==> config.mk <==
export PLATFORM = sky130hd
export DESIGN_NAME = src_priority_sel
export DESIGN_NICKNAME = d
export VERILOG_FILES = /design/src/rtl/psel_pkg.sv /design/src/rtl/psel_window_qual.sv /design/src/rtl/psel_arbiter.sv /design/src/rtl/src_priority_sel.sv
export SDC_FILE = /design/constraint.sdc
export NUM_CORES = 1
export LEC_CHECK = 0
export ABC_AREA = 1
export BUFFER_PORTS_ARGS = -buffer_cell sky130_fd_sc_hd__buf_2
export CORE_ASPECT_RATIO = 0.75
export CORE_UTILIZATION = 40
export DETAILED_ROUTE_END_ITERATION = 7
export SLEW_MARGIN = 40
export SYNTH_ARGS = -nofsm -noshare
export SYNTH_HDL_FRONTEND = slang
export SYNTH_SLANG_ARGS = --single-unit
==> constraint.sdc <==
create_clock -name clk -period 1.3 [get_ports clk]
set_clock_uncertainty 0.2 [all_clocks]
set_input_delay 0.26 -clock clk [delete_from_list [all_inputs] [get_ports clk]]
set_output_delay 0.26 -clock clk [all_outputs]
set_load 0.02 [all_outputs]
==> src/rtl/psel_pkg.sv <==
package psel_pkg;
   localparam int PSEL_N_IN = 3;
   localparam int PSEL_CODE_W = $clog2(PSEL_N_IN + 1);
   typedef logic [PSEL_CODE_W-1:0] psel_code_t;
   localparam psel_code_t PSEL_CODE_NONE = '0;
endpackage

==> src/rtl/psel_window_qual.sv <==
module psel_window_qual #(
   parameter int MV_W    = 13,
   parameter int LO_MV   = 4700,
   parameter int HI_MV   = 5300,
   parameter int QUAL_MS = 256
) (
   input  logic            clk,
   input  logic            rst,
   input  logic            ms_tick,
   input  logic [MV_W-1:0] mv,
   output logic            qual
);
   localparam int CNT_W = (QUAL_MS > 2) ? $clog2(QUAL_MS) : 1;
   localparam logic [CNT_W-1:0] CNT_LAST = CNT_W'(QUAL_MS - 1);

   generate
      if (QUAL_MS < 2) begin : g_bad_period
         $error("QUAL_MS must be at least 2");
      end
      if (LO_MV > HI_MV) begin : g_bad_window
         $error("LO_MV must not exceed HI_MV");
      end
      if (HI_MV >= (1 << MV_W)) begin : g_bad_width
         $error("HI_MV does not fit in MV_W bits");
      end
   endgenerate

   logic             in_win;
   logic [CNT_W-1:0] cnt;

   assign in_win = (int'(mv) >= LO_MV) && (int'(mv) <= HI_MV);

   always_ff @(posedge clk) begin
      if (rst) begin
         cnt  <= '0;
         qual <= 1'b0;
      end else if (!in_win) begin
         cnt  <= '0;
         qual <= 1'b0;
      end else if (!qual && ms_tick) begin
         if (cnt == CNT_LAST) begin
            qual <= 1'b1;
         end else begin
            cnt <= cnt + 1'b1;
         end
      end
   end

   AST_DROP_ON_EXIT: assert property (@(posedge clk) disable iff (rst)
      !in_win |=> !qual) else $error("qual held after leaving window");
   AST_RISE_NEEDS_WIN: assert property (@(posedge clk) disable iff (rst)
      $rose(qual) |-> $past(in_win) && $past(ms_tick)) else $error("qual rose without tick in window");
   AST_CNT_CLEARED: assert property (@(posedge clk) disable iff (rst)
      !in_win |=> cnt == '0) else $error("timer not cleared");
endmodule

==> src/rtl/psel_arbiter.sv <==
module psel_arbiter
   import psel_pkg::*;
#(
   parameter int N_IN   = PSEL_N_IN,
   parameter int CODE_W = $clog2(N_IN + 1)
) (
   input  logic              clk,
   input  logic              rst,
   input  logic [N_IN-1:0]   qual,
   output logic [N_IN-1:0]   sel,
   output logic [CODE_W-1:0] code
);
   logic [N_IN-1:0]   want;
   logic [N_IN-1:0]   sel_nxt;
   logic [CODE_W-1:0] code_nxt;

   always_comb begin
      want = '0;
      for (int i = N_IN - 1; i >= 0; i--) begin
         if (qual[i]) want = N_IN'(1) << i;
      end
   end

   always_comb begin
      if (want == sel)        sel_nxt = sel;
      else if (sel != '0)     sel_nxt = '0;
      else                    sel_nxt = want;
   end

   always_comb begin
      code_nxt = '0;
      for (int i = 0; i < N_IN; i++) begin
         if (sel_nxt[i]) code_nxt = CODE_W'(i + 1);
      end
   end

   always_ff @(posedge clk) begin
      if (rst) begin
         sel  <= '0;
         code <= '0;
      end else begin
         sel  <= sel_nxt;
         code <= code_nxt;
      end
   end

   AST_SEL_ONEHOT: assert property (@(posedge clk) disable iff (rst)
      $onehot0(sel)) else $error("select not one-hot");
   AST_BREAK_FIRST: assert property (@(posedge clk) disable iff (rst)
      (sel != '0 && $past(sel) != '0) |-> sel == $past(sel)) else $error("make before break");
   AST_LOWEST_NEEDS_ALONE: assert property (@(posedge clk) disable iff (rst)
      sel[N_IN-1] |-> $past(qual[N_IN-2:0]) == '0) else $error("low rank picked over higher");
   AST_CODE_NONE: assert property (@(posedge clk) disable iff (rst)
      (code == '0) == (sel == '0)) else $error("code and select disagree");
   AST_IDLE_WHEN_EMPTY: assert property (@(posedge clk) disable iff (rst)
      $past(qual) == '0 |-> sel == '0) else $error("source selected with none valid");
endmodule

==> src/rtl/src_priority_sel.sv <==
module src_priority_sel
   import psel_pkg::*;
#(
   parameter int          N_IN     = PSEL_N_IN,
   parameter int          MV_W     = 13,
   parameter int          LO_MV    = 4700,
   parameter int          HI_MV    = 5300,
   parameter int          QUAL_MS  = 256,
   parameter logic [N_IN-1:0] CHG_MASK = N_IN'(3),
   parameter int          CODE_W   = $clog2(N_IN + 1)
) (
   input  logic                 clk,
   input  logic                 rst,
   input  logic                 ms_tick,
   input  logic [N_IN*MV_W-1:0] in_mv,
   output logic [N_IN-1:0]      vld_n,
   output logic [N_IN-1:0]      src_sel,
   output logic [CODE_W-1:0]    src_code,
   output logic                 chg_en
);
   generate
      if (N_IN < 2) begin : g_bad_n
         $error("N_IN must be at least 2");
      end
      if (CODE_W < $clog2(N_IN + 1)) begin : g_bad_code
         $error("CODE_W too narrow");
      end
   endgenerate

   logic [N_IN-1:0] qual;

   generate
      for (genvar gi = 0; gi < N_IN; gi++) begin : g_in
         psel_window_qual #(
            .MV_W   (MV_W),
            .LO_MV  (LO_MV),
            .HI_MV  (HI_MV),
            .QUAL_MS(QUAL_MS)
         ) u_qual (
            .clk    (clk),
            .rst    (rst),
            .ms_tick(ms_tick),
            .mv     (in_mv[gi*MV_W +: MV_W]),
            .qual   (qual[gi])
         );
      end
   endgenerate

   assign vld_n  = ~qual;
   assign chg_en = |(qual & CHG_MASK);

   psel_arbiter #(
      .N_IN  (N_IN),
      .CODE_W(CODE_W)
   ) u_arb (
      .clk (clk),
      .rst (rst),
      .qual(qual),
      .sel (src_sel),
      .code(src_code)
   );

   AST_CHG_FOLLOWS_FLAGS: assert property (@(posedge clk) disable iff (rst)
      chg_en == ((~vld_n & CHG_MASK) != '0)) else $error("charger flag mismatch");
endmodule

Yosys cells after proc, flatten, opt, wreduce, memory -nomap -nowiden
Index checks and enable logic that the tools add are counted.
Word-level totals
  input bits: 42
  latch bits: 0
  flip-flop bits (word level): 32
  output and inout port bits: 9
  memories: 0
  RAM bits: 0
  memory bits (read-only): 0
  word-level logic and storage cells: 56
Operators by class
  bitwise operators: 7
  divide/modulo/power cells: 0
  reduce and logical (&&, ||, !) cells: 20
  multiply operators: 0
  shift operators: 0
  mux-type cells: 8
  order comparisons: 6
  equal/unequal tests: 4
  add/sub/neg operators: 3
Operators with widths (number)
  >= comparator 13 bit, second input constant: 3
  less-or-equal comparator 13 bit, second input constant: 3
  adder 8 x 1 -> 8 bit, second input constant: 3
  equality test 8 bit, second input constant: 3
  2-to-1 mux 3 bit: 5
  AND reduction 2 bit: 6
  OR reduction 2 bit: 4
  logical AND 1 bit: 6
  NOT 1 bit: 6
  2-to-1 mux 2 bit: 2
  equality test 3 bit: 1
  zero test 1 bit: 3
  NOT 3 bit: 1
  nonzero test 3 bit: 1
  2-to-1 mux 1 bit: 1

Longest topological paths before layout
Gate-level depths: netlist of the first run.
  word-level depth: 8
  gate-level depth with buffers: 10
  depth with buffers taken out: 10

Cells and area by module
Synthesis of the first run repeated with hierarchy kept, for this count alone.
Second synthesis, totals
  cell total of the unflattened synthesis: 373
  area total of the unflattened synthesis: 2389.8 um^2
Modules (own cells, without submodules)
  psel_window_qual: area an instance 708.2 um^2, cells an instance 110, sequential area each 180.2 um^2, times used 3
  psel_arbiter: area an instance 247.7 um^2, cells an instance 39, sequential area each 100.1 um^2, times used 1
  src_priority_sel: area an instance 17.5 um^2, cells an instance 4, sequential area each 0.0 um^2, times used 1

Worst setup path after synthesis of the first run
Ideal clock, no wire load.
  path type: register -> register
  start point: reg g_in[2].u_qual.cnt[0]
  end point: reg g_in[2].u_qual.cnt[3]
  path buffers: 0
  required time: 0.983 ns
  path slack: -0.157 ns
  arrival: 1.140 ns
  clock period less this slack: 1.457 ns
  library setup time: 0.117 ns
  stages on the path, launching flop included: 11
  path through: dfxtp_1 ha_1 nand2_1 nor2_1 nand2_2 nand2_4 inv_2 nand3_1 nand2_1 inv_1 nor2_1
Between the ends
  word-level cells in the longest chain between the ends: 3
  elaborated cells between the ends (all ways): 4
  those cells by class: add/sub: 1; eq/ne: 1; bitwise: 1; reduce/logical: 1
Ends and longest elaborated chain
  start, declared: line psel_window_qual.sv:29  | logic [CNT_W-1:0] cnt;
  start signal, assigned: line psel_window_qual.sv:44  | cnt <= cnt + 1'b1;
  parallel branches: the longest is 3 deep, another holds adder 8 x 1 -> 8 bit
Parallel ways; which one is timed is not known.
A chain may end at the register's enable or synchronous reset.

Final worst setup path of the first run
  start point: reg g_in[2].u_qual.cnt[1]
  end point: reg g_in[2].u_qual.cnt[3]
The elaborated chain is that of the path after synthesis.

==> results by group, run 1 <==
Run
  – Max_cap viols: 0

CTS
  – Htree depth: 2
  – # clock sinks: 32
  – CTS Buf Count: 5
  – Hold_buf cts: 0
  – Root Driver: clkbuf_8
  – Max clock buf depth: 2
  – Worst skew pair latency: 280 ps
  – Reg clk slew, reported paths: 70 ps
  – CTS tree: built

Synth
  – Largest family of logic cells by synthesized area: simple AND/OR/NAND/NOR gates
  – Post-synthesis xor/xnor area fraction: 6.47%
  – Synth top area cells: dfxtp_1, nand2_1, nor2_1, inv_1, nand3_1
  – Synth Area in Simple Gates: 43.5%
  – Synth Warn #: 0
  – Cell Area, Synth: 2170 sq um
  – Synthesized area per cell: around 5.9 sq um
  – Post-Synth Adder-Cell Area: 1.73%
  – Sequential area share after synthesis: 29.6%
  – Mux contribution to synthesized area: 0%
  – Number of synthesized register bits: 32
  – Distinct cell type count after synthesis: 20
  – Compound-gate portion of the synthesized area: 6.76%
  – Post-synth top area cell: dfxtp_1
  – Synth Instances: 370
  – Post-Syn Nets: 415
  – Area fraction of the dominant cell type after synthesis: 29.6%

Pwr
  – PD cells: between 600 and 700 nW/um^2
  – Clock power frac: about 45%
  – Sequential power share: 42.3%
  – Peak supply drop: 0.331 mV
  – Int Pwr: 1.78 mW
  – Final Power: ~2.3 mW
  – Switching part of the total: approximately a quarter
  – Psw: 0.546 mW
  – Static leakage: ~1.7 nW
  – Comb pwr share: 12.7%

Worst setup path
  – Worst Path Max Fanout: 6
  – Worst Path Required: 1270 ps
  – Setup crit start kind: register
  – Most frequent CP cell: nand2_4
  – WP buf/inv: 2
  – Slowest CP cell: dfxtp_2
  – Worst path cell trace: ha_4 > nand2_4 > nor2_4 > nand2_4 > nand2_8 > inv_6 > nand3_2 > nand2_1 > inv_1 > nor2_1
  – CP max stage delay: between 300 and 400 ps
  – WP data arrival: between 1000 and 1500 ps
  – WS Path Type: register to register
  – CP top delay family: simple AND/OR/NAND/NOR gates
  – Crit path capture type: register

Global route
  – Vias in the first global route: 2273
  – Largest net degree at the start of global routing: 11
  – GRT overflow: 0
  – First-pass GRT wire length: 9490 um
  – GR Util All Layers: 20.8%
  – Initial antenna violation count: 0

Outcome
  – Failing checks: negative setup slack
  – Outcome: complete, but fails checks

STA
  – Hold Fails Final Rpt: 0
  – Slew @ Worst Pin: 376 ps
  – Final Setup Violations: 36
  – Tcrit/Tclk final: 111%
  – Max Freq: 0.690 GHz
  – RSZ-0062 raised after global routing: yes
  – Final worst slack: -148 ps
  – Final min period: 1450 ps
  – Worst slew margin: 74.9%
  – Max Slew Vio Count: 0

Cells and area
  – Final std cells w/o fill: 539
  – # fillers: about 470
  – Layout cells sized above 1: between 30% and 40%
  – Area grow syn2layout: 53.6%
  – # diodes: 0
  – Nets: 511

Floorplanning
  – DIE HEIGHT: approximately 66 um
  – Core Area: between 5000 and 6000 sq um
  – Full die area: around 5700 sq um
  – Initial Util: 43.0%
  – FP Rows: 22
  – Die width: 87.0 um
  – I/O pins: 51

Min path
  – HP Class: primary input to register

Placement
  – Routability cong.: roughly 0.81
  – Buffers on Ports: 50
  – Placed cell count: 523
  – Final HPWL from detailed placement: just under 4000 um

Route
  – Post-route ant nets: 0
  – DRC viols: 0
  – Initial DRC Count: a little under 90
  – Via-to-Cell Ratio: 4.47
  – TritonRoute pass-1 iters: 4
  – Routed len/inst: 9.91 um
  – Vias post-DR: 2407
  – Wirelength, routed: 5340 um
[worst paths after layout]
kind	startpoint	endpoint	slack [ps]	cells after the start
hold reg to reg	g_in[1].u_qual.cnt[5]$_SDFFE_PP0P_	g_in[1].u_qual.cnt[5]$_SDFFE_PP0P_	330	2
setup / recovery	g_in[2].u_qual.cnt[1]$_SDFFE_PP0P_	g_in[2].u_qual.cnt[3]$_SDFFE_PP0P_	-150	10
setup reg to reg	g_in[2].u_qual.cnt[1]$_SDFFE_PP0P_	g_in[2].u_qual.cnt[3]$_SDFFE_PP0P_	-150	10
hold / removal	rst	u_arb.sel[2]$_SDFF_PP0_	130	4
[cell families after synthesis]
family / count (synthesis)
AND/OR/NAND/NOR: 224
buffers and inverters: 69
flip-flops: 32
AO/OA/AOI/OAI: 26
XOR/XNOR: 16
adder cells (fa/ha/maj): 3
[worst register-to-register path, cell delays in order, from the launching register on]
cell     delay, ps
dfxtp_2        360
ha_4           150
nand2_4         60
nor2_4         140
nand2_4         90
nand2_8        100
inv_6           50
nand3_2         50
nand2_1         50
inv_1           50
nor2_1          30
[registers in the layout (all words and copies together), names as in the netlist]
signal and count:
g_in.u_qual.qual 3, u_arb.sel 3, g_in.u_qual.cnt 24, u_arb.code 2
[through the flow]
stage	cell area, sq um	worst slack, ps	hold slack (ps)	setup TNS (ps)	utilization (%)
after floorplan	2260	-61.5	251	-712	-
final	3330	-148	128	-2820	66.0
after CTS	3160	-117	129	-2720	62.7
after detailed placement	2830	-218	341	-5170	56.2
after global placement	2830	-211	337	-4430	56.2
after global routing	3330	-232	151	-5760	66.0
[power groups by stage]
stage | logic (mW) | clock network, mW | registers [mW]
after detailed placement | 0.264 | 0 | 1.01
final | 0.296 | 1.05 | 0.982
after CTS | 0.273 | 1.08 | 0.986
after floorplan | 0.144 | 0 | 1.01
after global placement | 0.262 | 0 | 1.01
after global routing | 0.338 | 1.12 | 0.981
[Yosys cell counts]
| library cell | instances |
|---|---|
| nand4_1 | 8 |
| inv_2 | 4 |
| nand3_2 | 1 |
| a21oi_2 | 1 |
| nand2_1 | 106 |
| dfxtp_1 | 32 |
| o21ai_0 | 14 |
| ha_1 | 3 |
| xor2_1 | 10 |
| nor2_2 | 1 |
| xnor2_1 | 6 |
| a21oi_1 | 6 |
| nand2_4 | 3 |
| inv_1 | 65 |
| nand2_2 | 5 |
| o21a_1 | 2 |
| nor3_1 | 5 |
| a21boi_0 | 3 |
| nor2_1 | 70 |
| nand3_1 | 25 |
[metal layers]
| layer | wire length, um | GRT usage [%] | vias up |
|---|---|---|---|
| li1 | - | - | 1327 |
| met1 | 2720 | 27.3 | 1047 |
| met2 | 2430 | 34.9 | 28 |
| met3 | 148 | 3.89 | 5 |
| met4 | 44 | 5.63 | 0 |
| met5 | 0 | 0 | - |
[cells in the final DEF, fill, tap and decap left out, types with 5 or more instances in the layout]
master / n
o21ai_0: 8
nand2_4: 7
nor2_2: 9
nor2_4: 7
buf_2: 43
nand2_1: 94
nand4_1: 8
nand3_2: 8
inv_1: 59
xnor2_1: 5
nand2_2: 10
nor2_1: 55
xor2_1: 10
dfxtp_2: 15
nand3_1: 17
clkbuf_8: 7
buf_4: 35
buf_6: 11
dfxtp_1: 13
[cell type report]
class | count | area [sq um] | area share, %
Multi-Input combinational cell | 269 | 1550 | 46.6
Sequential cell | 32 | 674 | 20.3
Timing Repair Buffer | 89 | 602 | 18.1
Inverter | 69 | 284 | 8.54
Clock buffer | 7 | 96.3 | 2.90
Tap cell | 72 | 90.1 | 2.71
Clock inverter | 1 | 30.0 | 0.903
[repair_timing]
item | 4_1_cts | 5_1_grt
pin swaps | 19 | 30
setup buffers | 7 | 1
gates resized for setup | 48 | 53
endpoints found under the setup margin | 38 | 37
Power figures use the tool's default switching activity.
==> run 2: changes to the inputs <==
--- a/config.mk
+++ b/config.mk
@@ -5,11 +5,11 @@
 export SDC_FILE = /design/constraint.sdc
 export NUM_CORES = 1
 export LEC_CHECK = 0
-export ABC_AREA = 1
 export BUFFER_PORTS_ARGS = -buffer_cell sky130_fd_sc_hd__buf_2
 export CORE_ASPECT_RATIO = 0.75
 export CORE_UTILIZATION = 40
 export DETAILED_ROUTE_END_ITERATION = 7
+export PLACE_DENSITY = 0.66
 export SLEW_MARGIN = 40
 export SYNTH_ARGS = -nofsm -noshare
 export SYNTH_HDL_FRONTEND = slang
==> results by group, run 2 <==
STA
  – Final Setup Violations: 30
  – Final worst slack: -315 ps
  – RSZ-0062 raised after global routing: yes
  – Final min period: roughly 1600 ps
  – Tcrit/Tclk final: 124%
  – Hold Fails Final Rpt: 0
  – Slew @ Worst Pin: around 400 ps
  – Max Freq: between 0.6 and 0.7 GHz
  – Worst slew margin: 73.4%
  – Max Slew Vio Count: 0

Synth
  – Number of synthesized flops with an enable pin: 0
  – Number of synthesized register bits: 32
  – Post-Syn Nets: 240
  – Distinct cell type count after synthesis: 58
  – Post-synth top area cell: dfxtp_1
  – Main synth FF type: dfxtp_1
  – Ys async rst share: 0%
  – Synth Warn #: 0
  – Sequential area share after synthesis: 34.3%
  – Area fraction of the dominant cell type after synthesis: 34.3%
  – Synth Instances: 195
  – Synth top area cells: dfxtp_1, nor3_2, nor3_1, xor2_1, mux2i_1
  – Cell Area, Synth: 1870 sq um
  – Most instantiated library cell after synthesis: dfxtp_1
  – Commonest cells post-synth: dfxtp_1, nand2_1, nor3_1
  – Synthesized area per cell: 9.59 sq um

Cells and area
  – # fillers: 276
  – Biggest regs: g_in.u_qual.cnt (24), g_in.u_qual.qual (3), u_arb.sel (3)
  – Final std cells w/o fill: 390
  – Register area: just under 700 sq um
  – Util after Layout: 79.1%
  – Area of the multi-input gates: approximately 1600 sq um
  – Area grow syn2layout: 89.0%
  – Most common cell after layout, fill and taps aside: buf_4
  – Nets: 377
  – Largest register FFs: 24
  – # diodes: 0
  – Layout cells sized above 1: between 70% and 80%
  – Top reg by flops: g_in.u_qual.cnt
  – Commonest cells after routing, fill and taps aside: buf_4, buf_2, dfxtp_2

CTS
  – # clock sinks: 32
  – Htree depth: 2
  – CTS tree: built
  – Root Driver: clkbuf_8
  – Worst skew pair latency: 300 ps
  – Max clock buf depth: 2
  – CTS Buf Count: 5
  – Reg clk slew, reported paths: 80 ps

Route
  – Wirelength, routed: 6270 um
  – Via-to-Cell Ratio: 5.50
  – Vias post-DR: 2145
  – TritonRoute pass-1 iters: 4
  – DRC viols: 0
  – Post-route ant nets: 0
  – Initial DRC Count: 89
  – Routed len/inst: about 16 um

Worst setup path
  – Worst Path Required: 1280 ps
  – Crit path capture type: register
  – WS Path Type: register to register
  – Setup crit start kind: register
  – Worst Path Max Fanout: 6
  – WP data arrival: 1590 ps

Global route
  – GR Util All Layers: 23.6%
  – Vias in the first global route: 1970
  – Largest net degree at the start of global routing: 12
  – GRT overflow: 0
  – Initial antenna violation count: 0
  – Met1 usage: 31.4%
  – First-pass GRT wire length: about 8800 um
  – Met2 usage: 38.5%
  – M3 GR Usage: 4.59%
  – Layer with the highest usage: met2

Floorplanning
  – DIE HEIGHT: 61.2 um
  – Full die area: 4950 sq um
  – I/O pins: 51
  – Initial Util: between 40% and 50%
  – FP Rows: 21
  – Die width: 80.9 um
  – Core Area: 4470 sq um

Pwr
  – Static leakage: about 1.5 nW
  – Sequential power share: between 40% and 50%
  – Clock power frac: between 40% and 50%
  – Switching part of the total: 24.9%
  – Psw: 0.568 mW
  – Comb pwr share: approximately 15%
  – Peak supply drop: 0.501 mV
  – Int Pwr: 1.71 mW
  – PD cells: 645 nW/um^2

Placement
  – Routability cong.: between 0.7 and 0.8
  – Placed cell count: around 370
  – Final HPWL from detailed placement: 4010 um
  – Buffers on Ports: 50
  – DP Worst Slack: -345 ps

Outcome
  – Failing checks: negative setup slack
  – Outcome: complete, but fails checks

Run
  – Max_cap viols: 0

Min path
  – HP Class: primary input to register
run 2: repair_timing:
action / 4_1_cts / 5_1_grt
gates resized for setup: 55 / 49
endpoints found under the setup margin: 34 / 35
pin swaps: 23 / 28
buffers inserted: 9 / 10
hold buffers: 0 / 0
run 2: worst paths after layout:
check	startpoint	to	slack, ps	cells past startpoint
worst max-delay path	g_in[0].u_qual.cnt[0]$_SDFFE_PP0P_	g_in[0].u_qual.cnt[0]$_SDFFE_PP0P_	-310	6
worst min register to register	u_arb.sel[2]$_SDFF_PP0_	u_arb.sel[0]$_SDFF_PP0_	260	1
worst min-delay path	in_mv[12]	g_in[0].u_qual.qual$_SDFFE_PP0P_	140	4
worst max register to register	g_in[0].u_qual.cnt[0]$_SDFFE_PP0P_	g_in[0].u_qual.cnt[0]$_SDFFE_PP0P_	-310	6
run 2: stage by stage:
step / hold WS [ps] / cell area, sq um / power, mW / TNS (ps)
after detailed placement: 276 / 2880 / 1.30 / -8360
final: 137 / 3530 / 2.28 / -5440
after floorplan: 139 / 2070 / 1.13 / -3290
after global routing: 157 / 3530 / 2.36 / -7160
after global placement: 266 / 2880 / 1.29 / -7990
after CTS: 117 / 3270 / 2.26 / -4640
run 2: per-layer routing:
layer | part of all wire [%] | routed length [um]
met3 | 4.8 | 301
met4 | 1.1 | 71
met5 | 0 | 0
met2 | 48 | 3010
met1 | 46 | 2890
run 2: area by class of cell:
type | instances | area share, %
Multi-Input combinational cell | 156 | 46.1
Clock buffer | 5 | 1.95
Clock inverter | 3 | 1.20
Inverter | 6 | 0.992
Tap cell | 57 | 2.02
Timing Repair Buffer | 131 | 28.2
Sequential cell | 32 | 19.5
run 2: kinds of logic after synthesis:
logic type	share of synthesized area, %
buffers and inverters	1.81
adder cells (fa/ha/maj)	2.01
AND/OR/NAND/NOR	30.2
XOR/XNOR	4.22
flip-flops	34.3
AO/OA/AOI/OAI	24.8
multiplexers	2.68
run 2: critical path, cell delays in order (launching register included):
cell and delay (ps):
dfxtp_4 370, ha_4 180, nand2_8 90, o31ai_4 270
buf_4 150, xor2_1 160, nor3_1 70
run 2: power by group through the flow:
stage	Clock [mW]	Combinational [mW]	Sequential, mW
final	0.975	0.334	0.970
after detailed placement	0	0.292	1.01
after CTS	0.984	0.301	0.978
after global routing	1.03	0.357	0.970
after floorplan	0	0.123	1.01
after global placement	0	0.286	1.01
==> run 3: changes to the inputs <==
--- a/config.mk
+++ b/config.mk
@@ -10,6 +10,7 @@
 export CORE_UTILIZATION = 40
 export DETAILED_ROUTE_END_ITERATION = 7
 export PLACE_DENSITY = 0.66
+export RECOVER_POWER = 100
 export SLEW_MARGIN = 40
 export SYNTH_ARGS = -nofsm -noshare
 export SYNTH_HDL_FRONTEND = slang
==> results by group, run 3 (same netlist as run 2, synthesis figures left out) <==
STA
  – Hold slack: 144 ps
  – Tcrit/Tclk final: 124%
  – Final Setup Violations: 30
  – Hold Fails Final Rpt: 0
  – Final min period: between 1500 and 2000 ps
  – Setup TNS: -5550 ps
  – Worst slew margin: approximately three quarters
  – Slew @ Worst Pin: 399 ps
  – RSZ-0062 raised after global routing: yes
  – Max Slew Vio Count: 0
  – Final worst slack: -315 ps
  – Max Freq: 0.619 GHz

Placement
  – DP Worst Slack: -345 ps
  – Final HPWL from detailed placement: roughly 4000 um
  – Buffers on Ports: 50
  – Routability cong.: 0.796

Pwr
  – Final Power: between 2 and 2.5 mW
  – Clock power frac: 42.8%
  – Switching part of the total: between 20% and 30%
  – Comb pwr share: between 10% and 20%
  – Sequential power share: 42.6%
  – Peak supply drop: 0.501 mV
  – Psw: approximately 0.57 mW
  – PD cells: 646 nW/um^2
  – Int Pwr: 1.71 mW
  – Static leakage: 1.45 nW

Cells and area
  – Biggest regs: g_in.u_qual.cnt (24), g_in.u_qual.qual (3), u_arb.sel (3)
  – # diodes: 0
  – Area of the multi-input gates: 1620 sq um
  – Register area: 689 sq um
  – Most common cell after layout, fill and taps aside: buf_4
  – Largest register FFs: 24
  – Layout cells sized above 1: 70.6%
  – # fillers: 276
  – Nets: roughly 380
  – Commonest cells after routing, fill and taps aside: buf_4, buf_2, dfxtp_2
  – Area grow syn2layout: 88.7%
  – Top reg by flops: g_in.u_qual.cnt
  – Util after Layout: 79.0%

CTS
  – Reg clk slew, reported paths: 80 ps
  – Max clock buf depth: 2
  – Htree depth: 2
  – CTS Buf Count: 5
  – CTS tree: built
  – Root Driver: clkbuf_8
  – Worst skew pair latency: 300 ps
  – Hold_buf cts: 0
  – # clock sinks: 32

Route
  – DRC viols: 0
  – Initial DRC Count: 96
  – Via-to-Cell Ratio: 5.49
  – Routed len/inst: 16.1 um
  – TritonRoute pass-1 iters: 4
  – Post-route ant nets: 0
  – Vias post-DR: 2140
  – Wirelength, routed: 6270 um

Global route
  – Layer with the highest usage: met2
  – Largest net degree at the start of global routing: 12
  – Initial antenna violation count: 0
  – M3 GR Usage: 4.59%
  – Met1 usage: 31.4%
  – GRT overflow: 0
  – Met2 usage: between 30% and 40%
  – First-pass GRT wire length: 8790 um
  – GR Util All Layers: 23.6%
  – Vias in the first global route: 1970

Floorplanning
  – Die width: around 81 um
  – FP Rows: 21
  – Initial Util: about two fifths
  – I/O pins: between 50 and 60
  – DIE HEIGHT: 61.2 um
  – Core Area: between 4000 and 5000 sq um
  – Full die area: between 4000 and 5000 sq um

Run
  – Max_cap viols: 0

Min path
  – WHS Path Cells: 4
  – Hold path endpoint: g_in[0].u_qual.qual$_SDFFE_PP0P_
  – Worst Hold Launch: in_mv[12]
  – HP Class: primary input to register

Worst setup path
  – Worst Path Required: 1280 ps
  – WS Path Type: register to register
  – Reg-to-Reg Start: g_in[0].u_qual.cnt[0]$_SDFFE_PP0P_
  – Register-to-Register Setup Slack: -310 ps
  – WP data arrival: 1590 ps
  – Setup crit start kind: register
  – Worst r2r path cells: 6
  – Worst Path Max Fanout: 6
  – Crit path capture type: register
  – R2R Path End: g_in[0].u_qual.cnt[0]$_SDFFE_PP0P_

Outcome
  – Outcome: complete, but fails checks
  – Failing checks: negative setup slack
[run 3: power groups by stage]
stage | Clock (mW) | Combinational [mW] | Sequential (mW)
2_1_floorplan | 0 | 0.123 | 1.01
3_3_place_gp | 0 | 0.286 | 1.01
3_5_place_dp | 0 | 0.292 | 1.01
4_1_cts | 0.984 | 0.301 | 0.978
5_1_grt | 1.03 | 0.357 | 0.970
6_report | 0.976 | 0.333 | 0.970
[run 3: final cells by class]
| type | instances | area share [%] |
|---|---|---|
| multi-input cells | 156 | 46.0 |
| inverters | 6 | 0.993 |
| clock inverters | 3 | 1.21 |
| repair buffers | 131 | 28.3 |
| flip-flops and latches | 32 | 19.5 |
| well taps | 57 | 2.02 |
| clock buffers | 5 | 1.95 |
[run 3: routing by layer]
metal | vias to the layer above | wire length [um]
met3 | 9 | 294
met4 | 0 | 71
met2 | 57 | 3000
li1 | 1055 | -
met5 | - | 0
met1 | 1019 | 2900
[run 3: worst max path at each step]
stage / from / endpoint / slack [ps] / cells past startpoint
after floorplan: g_in[1].u_qual.cnt[0]$_SDFFE_PP0P_ / g_in[1].u_qual.cnt[5]$_SDFFE_PP0P_ / -250 / 5
after global placement: in_mv[16] / g_in[1].u_qual.cnt[2]$_SDFFE_PP0P_ / -340 / 6
after detailed placement: in_mv[32] / g_in[2].u_qual.cnt[6]$_SDFFE_PP0P_ / -340 / 5
after CTS: g_in[1].u_qual.cnt[1]$_SDFFE_PP0P_ / g_in[1].u_qual.cnt[5]$_SDFFE_PP0P_ / -260 / 5
after global routing: g_in[0].u_qual.cnt[0]$_SDFFE_PP0P_ / g_in[0].u_qual.cnt[0]$_SDFFE_PP0P_ / -380 / 6
final: g_in[0].u_qual.cnt[0]$_SDFFE_PP0P_ / g_in[0].u_qual.cnt[0]$_SDFFE_PP0P_ / -310 / 6
[run 3: through the flow]
stage | instance area (sq um) | instances
after floorplan | 2070 | 195
after global placement | 2880 | 365
after detailed placement | 2880 | 365
after CTS | 3270 | 382
after global routing | 3530 | 390
final | 3530 | 390
[run 3: timing repair]
action | in CTS | in global routing
gates resized for setup | 55 | 49
setup endpoints to repair | 34 | 35
buffers inserted | 9 | 10
endpoints found under the hold margin | 0 | 0
pin swaps | 23 | 28
[run 3: worst max-delay path, cell delays in order (launching register included)]
cell and delay [ps]:
dfxtp_4 370, ha_4 180, nand2_8 90, o31ai_4 270
buf_4 150, xor2_1 160, nor3_1 70
